==> config.mk <==
export PLATFORM = sky130hd
export DESIGN_NAME = tw_prom_slave
export DESIGN_NICKNAME = d
export VERILOG_FILES = /design/src/rtl/tw_prom_pkg.sv /design/src/rtl/tw_line_sense.sv /design/src/rtl/tw_prom_store.sv /design/src/rtl/tw_prom_slave.sv
export SDC_FILE = /design/constraint.sdc
export NUM_CORES = 2
export LEC_CHECK = 0
export BUFFER_PORTS_ARGS = -buffer_cell sky130_fd_sc_hd__buf_2
export CAP_MARGIN = 20
export CORE_ASPECT_RATIO = 2
export CORE_MARGIN = 1
export CORE_UTILIZATION = 45
export DETAILED_ROUTE_END_ITERATION = 12
export SLEW_MARGIN = 10
export SYNTH_ARGS = -nofsm -noshare
export SYNTH_HDL_FRONTEND = slang
export SYNTH_SLANG_ARGS = --single-unit
==> constraint.sdc <==
create_clock -name clk -period 17.1 [get_ports clk]
set_input_delay 3.42 -clock clk [delete_from_list [all_inputs] [get_ports clk]]
set_output_delay 3.42 -clock clk [all_outputs]
set_load 0.005 [all_outputs]
==> src/rtl/tw_prom_pkg.sv <==
package tw_prom_pkg;

    localparam int BYTE_W = 8;
    localparam int ADDR_W = 8;

    localparam logic [3:0] MEM_CODE  = 4'b1010;
    localparam logic [3:0] LOCK_CODE = 4'b0110;

    typedef enum logic [2:0] {
        PH_IDLE,
        PH_RX,
        PH_BYTE_END,
        PH_ACK,
        PH_TX,
        PH_HOST_ACK,
        PH_HOLD
    } phase_e;

    typedef enum logic [1:0] {
        K_SELECT,
        K_WORD,
        K_DATA
    } kind_e;

    typedef struct packed {
        logic rise;
        logic fall;
        logic start;
        logic stop;
        logic sda;
    } line_ev_t;

endpackage

==> src/rtl/tw_line_sense.sv <==
module tw_line_sense
    import tw_prom_pkg::*;
#(
    parameter int SYNC_STAGES = 2
) (
    input  logic     clk,
    input  logic     rst_n,
    input  logic     scl_i,
    input  logic     sda_i,
    output line_ev_t ev_o
);
    localparam int SR_W = SYNC_STAGES + 1;

    logic [SR_W-1:0] scl_sr_d, scl_sr_q;
    logic [SR_W-1:0] sda_sr_d, sda_sr_q;
    logic scl_now, scl_old, sda_now, sda_old;

    always_comb begin
        scl_sr_d = {scl_sr_q[SR_W-2:0], scl_i};
        sda_sr_d = {sda_sr_q[SR_W-2:0], sda_i};
    end

    always_ff @(posedge clk or negedge rst_n) begin
        if (!rst_n) begin
            scl_sr_q <= '1;
            sda_sr_q <= '1;
        end else begin
            scl_sr_q <= scl_sr_d;
            sda_sr_q <= sda_sr_d;
        end
    end

    assign scl_now = scl_sr_q[SR_W-2];
    assign scl_old = scl_sr_q[SR_W-1];
    assign sda_now = sda_sr_q[SR_W-2];
    assign sda_old = sda_sr_q[SR_W-1];

    always_comb begin
        ev_o.rise  = scl_now & ~scl_old;
        ev_o.fall  = ~scl_now & scl_old;
        ev_o.start = scl_now & scl_old & sda_old & ~sda_now;
        ev_o.stop  = scl_now & scl_old & ~sda_old & sda_now;
        ev_o.sda   = sda_now;
    end

endmodule

==> src/rtl/tw_prom_store.sv <==
module tw_prom_store #(
    parameter int AW = 8,
    parameter int DW = 8
) (
    input  logic          clk,
    input  logic          we,
    input  logic [AW-1:0] waddr,
    input  logic [DW-1:0] wdata,
    input  logic [AW-1:0] raddr,
    output logic [DW-1:0] rdata
);
    localparam int DEPTH = 1 << AW;

    logic [DW-1:0] cell_q [DEPTH];

    always_ff @(posedge clk) begin
        if (we) begin
            cell_q[waddr] <= wdata;
        end
    end

    assign rdata = cell_q[raddr];

endmodule

==> src/rtl/tw_prom_slave.sv <==
module tw_prom_slave
    import tw_prom_pkg::*;
#(
    parameter int PAGE_BYTES  = 16,
    parameter int WRITE_CLKS  = 2000,
    parameter int SYNC_STAGES = 2
) (
    input  logic       clk,
    input  logic       rst_n,
    input  logic       scl_i,
    input  logic       sda_i,
    input  logic [2:0] strap_i,
    input  logic       wp_i,
    output logic       sda_oe_o
);
    localparam int PAGE_W = $clog2(PAGE_BYTES);
    localparam int BUSY_W = $clog2(WRITE_CLKS + 1);
    localparam int WALK_W = PAGE_W + 1;

    typedef struct packed {
        phase_e                             ph;
        kind_e                              kind;
        logic                               rd;
        logic                               lock_cmd;
        logic                               lock_arm;
        logic                               do_ack;
        logic                               host_ack;
        logic [2:0]                         nbit;
        logic [BYTE_W-1:0]                  sh;
        logic [ADDR_W-1:0]                  addr;
        logic                               pend;
        logic [PAGE_BYTES-1:0]              mask;
        logic [PAGE_BYTES-1:0][BYTE_W-1:0]  stage;
        logic                               locked;
        logic [BUSY_W-1:0]                  busy;
        logic [WALK_W-1:0]                  walk;
    } ctl_t;

    ctl_t q_r, n_r;
    line_ev_t ev;

    logic              store_we;
    logic [ADDR_W-1:0] store_waddr;
    logic [BYTE_W-1:0] store_wdata;
    logic [BYTE_W-1:0] store_rdata;

    logic [BYTE_W-1:0] full_byte;
    logic [PAGE_W-1:0] low_idx;
    logic [PAGE_W-1:0] low_next;
    logic [PAGE_W-1:0] walk_idx;
    logic              can_write;

    tw_line_sense #(.SYNC_STAGES(SYNC_STAGES)) sense_i (
        .clk   (clk),
        .rst_n (rst_n),
        .scl_i (scl_i),
        .sda_i (sda_i),
        .ev_o  (ev)
    );

    tw_prom_store #(.AW(ADDR_W), .DW(BYTE_W)) store_i (
        .clk   (clk),
        .we    (store_we),
        .waddr (store_waddr),
        .wdata (store_wdata),
        .raddr (q_r.addr),
        .rdata (store_rdata)
    );

    always_comb begin
        n_r         = q_r;
        store_we    = 1'b0;
        store_waddr = '0;
        store_wdata = '0;
        full_byte   = {q_r.sh[BYTE_W-2:0], ev.sda};
        low_idx     = q_r.addr[PAGE_W-1:0];
        low_next    = low_idx + PAGE_W'(1);
        walk_idx    = q_r.walk[PAGE_W-1:0];
        can_write   = !wp_i && !(q_r.locked && !q_r.addr[ADDR_W-1]);

        // commit window: walk the staged page once, then wait out the timer
        if (q_r.busy != '0) begin
            n_r.busy = q_r.busy - BUSY_W'(1);
            if (q_r.walk < WALK_W'(PAGE_BYTES)) begin
                n_r.walk = q_r.walk + WALK_W'(1);
                if (q_r.mask[walk_idx]) begin
                    store_we           = 1'b1;
                    store_waddr        = {q_r.addr[ADDR_W-1:PAGE_W], walk_idx};
                    store_wdata        = q_r.stage[walk_idx];
                    n_r.mask[walk_idx] = 1'b0;
                end
            end
        end

        if (ev.start) begin
            n_r.ph       = PH_RX;
            n_r.kind     = K_SELECT;
            n_r.nbit     = '0;
            n_r.rd       = 1'b0;
            n_r.lock_cmd = 1'b0;
            n_r.lock_arm = 1'b0;
            n_r.pend     = 1'b0;
            if (q_r.busy == '0) begin
                n_r.mask = '0;
            end
        end else if (ev.stop) begin
            n_r.ph = PH_IDLE;
            if (q_r.pend) begin
                n_r.busy = BUSY_W'(WRITE_CLKS);
                n_r.walk = '0;
                n_r.pend = 1'b0;
            end
            if (q_r.lock_arm) begin
                n_r.locked   = 1'b1;
                n_r.lock_arm = 1'b0;
                n_r.busy     = BUSY_W'(WRITE_CLKS);
                n_r.walk     = WALK_W'(PAGE_BYTES);
            end
        end else begin
            case (q_r.ph)
                PH_RX: begin
                    if (ev.rise) begin
                        n_r.sh   = full_byte;
                        n_r.nbit = q_r.nbit + 3'd1;
                        if (q_r.nbit == 3'd7) begin
                            n_r.ph     = PH_BYTE_END;
                            n_r.do_ack = 1'b0;
                            case (q_r.kind)
                                K_SELECT: begin
                                    if (q_r.busy == '0 && full_byte[3:1] == strap_i) begin
                                        if (full_byte[7:4] == MEM_CODE) begin
                                            n_r.do_ack = 1'b1;
                                            n_r.rd     = full_byte[0];
                                            n_r.kind   = K_WORD;
                                        end else if (full_byte[7:4] == LOCK_CODE) begin
                                            n_r.do_ack   = !full_byte[0] || !q_r.locked;
                                            n_r.rd       = full_byte[0];
                                            n_r.lock_cmd = 1'b1;
                                            n_r.kind     = K_WORD;
                                        end
                                    end
                                end
                                K_WORD: begin
                                    n_r.do_ack = 1'b1;
                                    n_r.kind   = K_DATA;
                                    if (!q_r.lock_cmd) begin
                                        n_r.addr = full_byte;
                                    end
                                end
                                K_DATA: begin
                                    n_r.do_ack = 1'b1;
                                    if (q_r.lock_cmd) begin
                                        n_r.lock_arm = 1'b1;
                                    end else begin
                                        n_r.pend = 1'b1;
                                        if (can_write) begin
                                            n_r.stage[low_idx] = full_byte;
                                            n_r.mask[low_idx]  = 1'b1;
                                        end
                                        n_r.addr = {q_r.addr[ADDR_W-1:PAGE_W], low_next};
                                    end
                                end
                                default: n_r.do_ack = 1'b0;
                            endcase
                        end
                    end
                end
                PH_BYTE_END: begin
                    if (ev.fall) begin
                        n_r.ph = q_r.do_ack ? PH_ACK : PH_HOLD;
                    end
                end
                PH_ACK: begin
                    if (ev.fall) begin
                        if (q_r.rd && q_r.lock_cmd) begin
                            n_r.ph = PH_HOLD;
                        end else if (q_r.rd) begin
                            n_r.ph   = PH_TX;
                            n_r.sh   = store_rdata;
                            n_r.addr = q_r.addr + ADDR_W'(1);
                            n_r.nbit = '0;
                        end else begin
                            n_r.ph   = PH_RX;
                            n_r.nbit = '0;
                        end
                    end
                end
                PH_TX: begin
                    if (ev.fall) begin
                        if (q_r.nbit == 3'd7) begin
                            n_r.ph       = PH_HOST_ACK;
                            n_r.host_ack = 1'b0;
                        end else begin
                            n_r.sh   = {q_r.sh[BYTE_W-2:0], 1'b0};
                            n_r.nbit = q_r.nbit + 3'd1;
                        end
                    end
                end
                PH_HOST_ACK: begin
                    if (ev.rise) begin
                        n_r.host_ack = !ev.sda;
                    end else if (ev.fall) begin
                        if (q_r.host_ack) begin
                            n_r.ph   = PH_TX;
                            n_r.sh   = store_rdata;
                            n_r.addr = q_r.addr + ADDR_W'(1);
                            n_r.nbit = '0;
                        end else begin
                            n_r.ph = PH_HOLD;
                        end
                    end
                end
                default: ;
            endcase
        end
    end

    always_ff @(posedge clk or negedge rst_n) begin
        if (!rst_n) begin
            q_r <= '0;
        end else begin
            q_r <= n_r;
        end
    end

    assign sda_oe_o = (q_r.ph == PH_ACK) || (q_r.ph == PH_TX && !q_r.sh[BYTE_W-1]);

endmodule

==> results.md <==
* Initial antenna violation count at 10
* Root buffer cell: clkbuf_16
* Register area share after synthesis at 74.5%
* Worst setup startpoint: q_r[189]$_DFFE_PN0P_
* Setup crit end kind: output port
* RR Endpoint: q_r[177]$_DFFE_PN0P_
* Clk sinks at 2245
* Pleak at 27.7 nW
* Cell Pwr Density at 111 mW/mm2
* Rel. slew slack at 4.11%
* Routed WL at 256 mm
* Largest net degree at the start of global routing at 228
* Area Growth Syn to Fin at 10.2%
* Final WS setup at 11.49 ns
* Syn Inst Count at 4501
* Critical path fanouts, max at 15
* Worst VDD drop at 0.0778 mV
* Post-cts gate resize count at 0
* Grt ovf at 0
* Worst hold margin at 0.355 ns
* Placed insts at 6894
* Asr flop ratio synth at 8.78%
* Power consumption at 10.9 mW
* Reg2Reg Setup Slack at 11.72 ns
* RSZ-0062 raised after global routing: no
* Clock buffer depth at 4
* Clock-pin slew on the worst setup and hold paths at 0.07 ns
* Final Instance Area at 0.0982 mm2
* Worst-Margin Slew at 1.44 ns
* Number of hold violations in the final report at 0
* Clock power share at 39.6%
* Critical Path RT at 13.68 ns
* Sequential fraction of design power at 55.7%
* Remaining DRCs at 0
* Tot GR Track Use at 25.8%
* Final Non-Filler Cells at 7243
* Mapped cell area at 0.0891 mm2
* First-pass GRT wire length at 360 mm
* GPL Wtd Cong at 0.891
* Worst Reg-to-Reg Cells at 9
* Syn_area_per_cell at 19.8 um2
* Antenna Nets Post-Route at 0
* Max-slew violation count at 0
* Synth area leader: edfxtp_1
* Worst-Skew Late Latency at 0.84 ns
* Max Cap Violations at 0
* Crit path kind: register to output port
* Netlist cell types at 75
* Post-DP HPWL at 160 mm
* NetSw at 2.39 mW
* Fin crit share at 32.8%
* CTS tree: done
* Post-CTS Hold Fix Bufs at 0
* Die area at 0.200 mm2
* Status: finished clean
* Final min period at 5.61 ns
* Horiz. Die Dim at 317 um
* DR vias/cell at 6.23
* Num CTS Buffers at 190
* HP Class: register to register
* Number of synthesized flops with an enable pin at 2048
* CP Launch Type: register
* P_int at 8.47 mW
* Site Rows at 230
* Crit path to: sda_oe_o
* Setup TNS at 0 ns
* Height of the die at 631 um
* CTS H-tree lvls at 4
* FF+latch count, synth at 2245
* Synth top area cells: edfxtp_1 69%, mux4_2 14%, dfrtp_1 5.4%
* Top FF cell, synth: edfxtp_1
* 1st-iter DRT viols at 4719
* Sw Ratio at 22.0%
* Reg-to-Reg Start: low_idx[0]$_DFFE_PN0P_
* Top cell type's share of synthesized area at 69.0%
* Routed via count at 45100
* Number of global-route vias before repair at 46800
* Clock Skew at 0.0483 ns
* DP Worst Slack at 11.53 ns
* Comb pwr share at 4.7%
* Post-synth top cells: 2048 x edfxtp_1, 545 x mux4_2, 320 x nor2_1
* Ratio of cells with drive above 1 in the final layout at 24.5%
* Worst Path Arrival at 2.19 ns
* Net Count, Synth at 4524
* Placed Area at 0.0921 mm2
* Warnings from Yosys at 0
* Avg WL per Cell at 35.4 um
* Fmax achieved at 178 MHz
* # Post-CTS Setup Buffers at 0
* Nets at 4563
* Starting Density at 45.3%
* Top-count cell post-synth: edfxtp_1
* Buffers added on ports at 8
* Core Box Area at 0.197 mm2
* # IOs at 9
* Layout Utilization at 50.0%
* Final setup viols at 0
* 1st-pass router iterations at 6
## cells in the final DEF (no fill, tap or decap), types with 15 or more instances in the layout
| cell | synthesis | layout |
|---|---|---|
| nand3_1 | 52 | 51 |
| edfxtp_1 | 2048 | 2048 |
| dfrtp_1 | 191 | 183 |
| clkbuf_1 | 121 | 39 |
| a211oi_1 | 18 | 18 |
| mux2i_1 | 124 | 124 |
| a21oi_1 | 54 | 53 |
| mux2_2 | 139 | 139 |
| o21ai_0 | 60 | 60 |
| o221ai_1 | 16 | 16 |
| mux4_2 | 545 | 545 |
| nor2_1 | 320 | 318 |
| buf_4 | 46 | 90 |
| clkinv_2 | 0 | 43 |
| bufinv_16 | 0 | 15 |
| a32oi_1 | 26 | 26 |
| nor3_1 | 19 | 18 |
| a31oi_1 | 16 | 16 |
| a22oi_1 | 23 | 23 |
| o22ai_1 | 40 | 40 |
| clkbuf_16 | 0 | 195 |
| nand2_1 | 266 | 258 |
| inv_1 | 16 | 16 |
| clkinv_1 | 0 | 25 |
| ha_1 | 15 | 15 |
## cells by family after synthesis
family,after synthesis,share of synthesized area [%]
adders and majority gates,15,0.211
muxes,809,16.9
xor gates and xnor gates,10,0.0983
and+or+nand+nor,775,3.80
buffers and inverters,291,1.65
AOI/OAI and AO/OA,356,2.78
DFF,2245,74.5
## layout make-up
type | count | area [um2]
fillers | 15900 | 98300
clock buffers | 241 | 5120
flip-flops and latches | 2245 | 66500
repair buffers | 119 | 1120
inverters | 19 | 76.3
diodes | 9 | 22.5
multi-input cells | 1965 | 21400
well taps | 2552 | 3190
clock inverters | 93 | 840
## critical path, stage by stage, from the launching register on
cell and delay [ns]:
dfrtp_1 0.55, nand2b_1 0.37, o31ai_1 0.28, buf_2 0.19
## sequential cells by signal (all words and copies together), names as in the netlist
signal	flops
sense_i.sda_sr_q	3
full_byte	7
low_idx	4
store_i.cell_q	2048
sense_i.scl_sr_q	3
q_r	180
## worst min-delay path by stage
stage                                       start                            end  slack, ns  cells past startpoint
global placement    sense_i.scl_sr_q[0]$_DFF_PN1_  sense_i.scl_sr_q[1]$_DFF_PN1_       0.35                      0
floorplan           sense_i.scl_sr_q[0]$_DFF_PN1_  sense_i.scl_sr_q[1]$_DFF_PN1_       0.35                      0
detailed placement  sense_i.sda_sr_q[0]$_DFF_PN1_  sense_i.sda_sr_q[1]$_DFF_PN1_       0.35                      0
finish              sense_i.scl_sr_q[0]$_DFF_PN1_  sense_i.scl_sr_q[1]$_DFF_PN1_       0.36                      0
CTS                 sense_i.scl_sr_q[0]$_DFF_PN1_  sense_i.scl_sr_q[1]$_DFF_PN1_       0.36                      0
global route        sense_i.scl_sr_q[0]$_DFF_PN1_  sense_i.scl_sr_q[1]$_DFF_PN1_       0.36                      0
## power by group through the flow
stage	combinational (mW)	clock, mW	sequential (mW)
3_5_place_dp	0.510	0	6.17
5_1_grt	0.539	4.52	6.05
2_1_floorplan	0.306	0	6.12
3_3_place_gp	0.506	0	6.16
6_report	0.514	4.30	6.05
4_1_cts	0.511	4.35	6.05
## layer usage
layer	vias up	part of all wire [%]	wire length (um)	global-route usage, %
met5	-	0.0074	19	0
met1	24300	34	86000	28.9
met3	598	6.0	15300	3.41
li1	18400	-	-	-
met4	4	7.1	18300	15.7
met2	1908	53	137000	46.3
(Power assumes the default switching activity.)
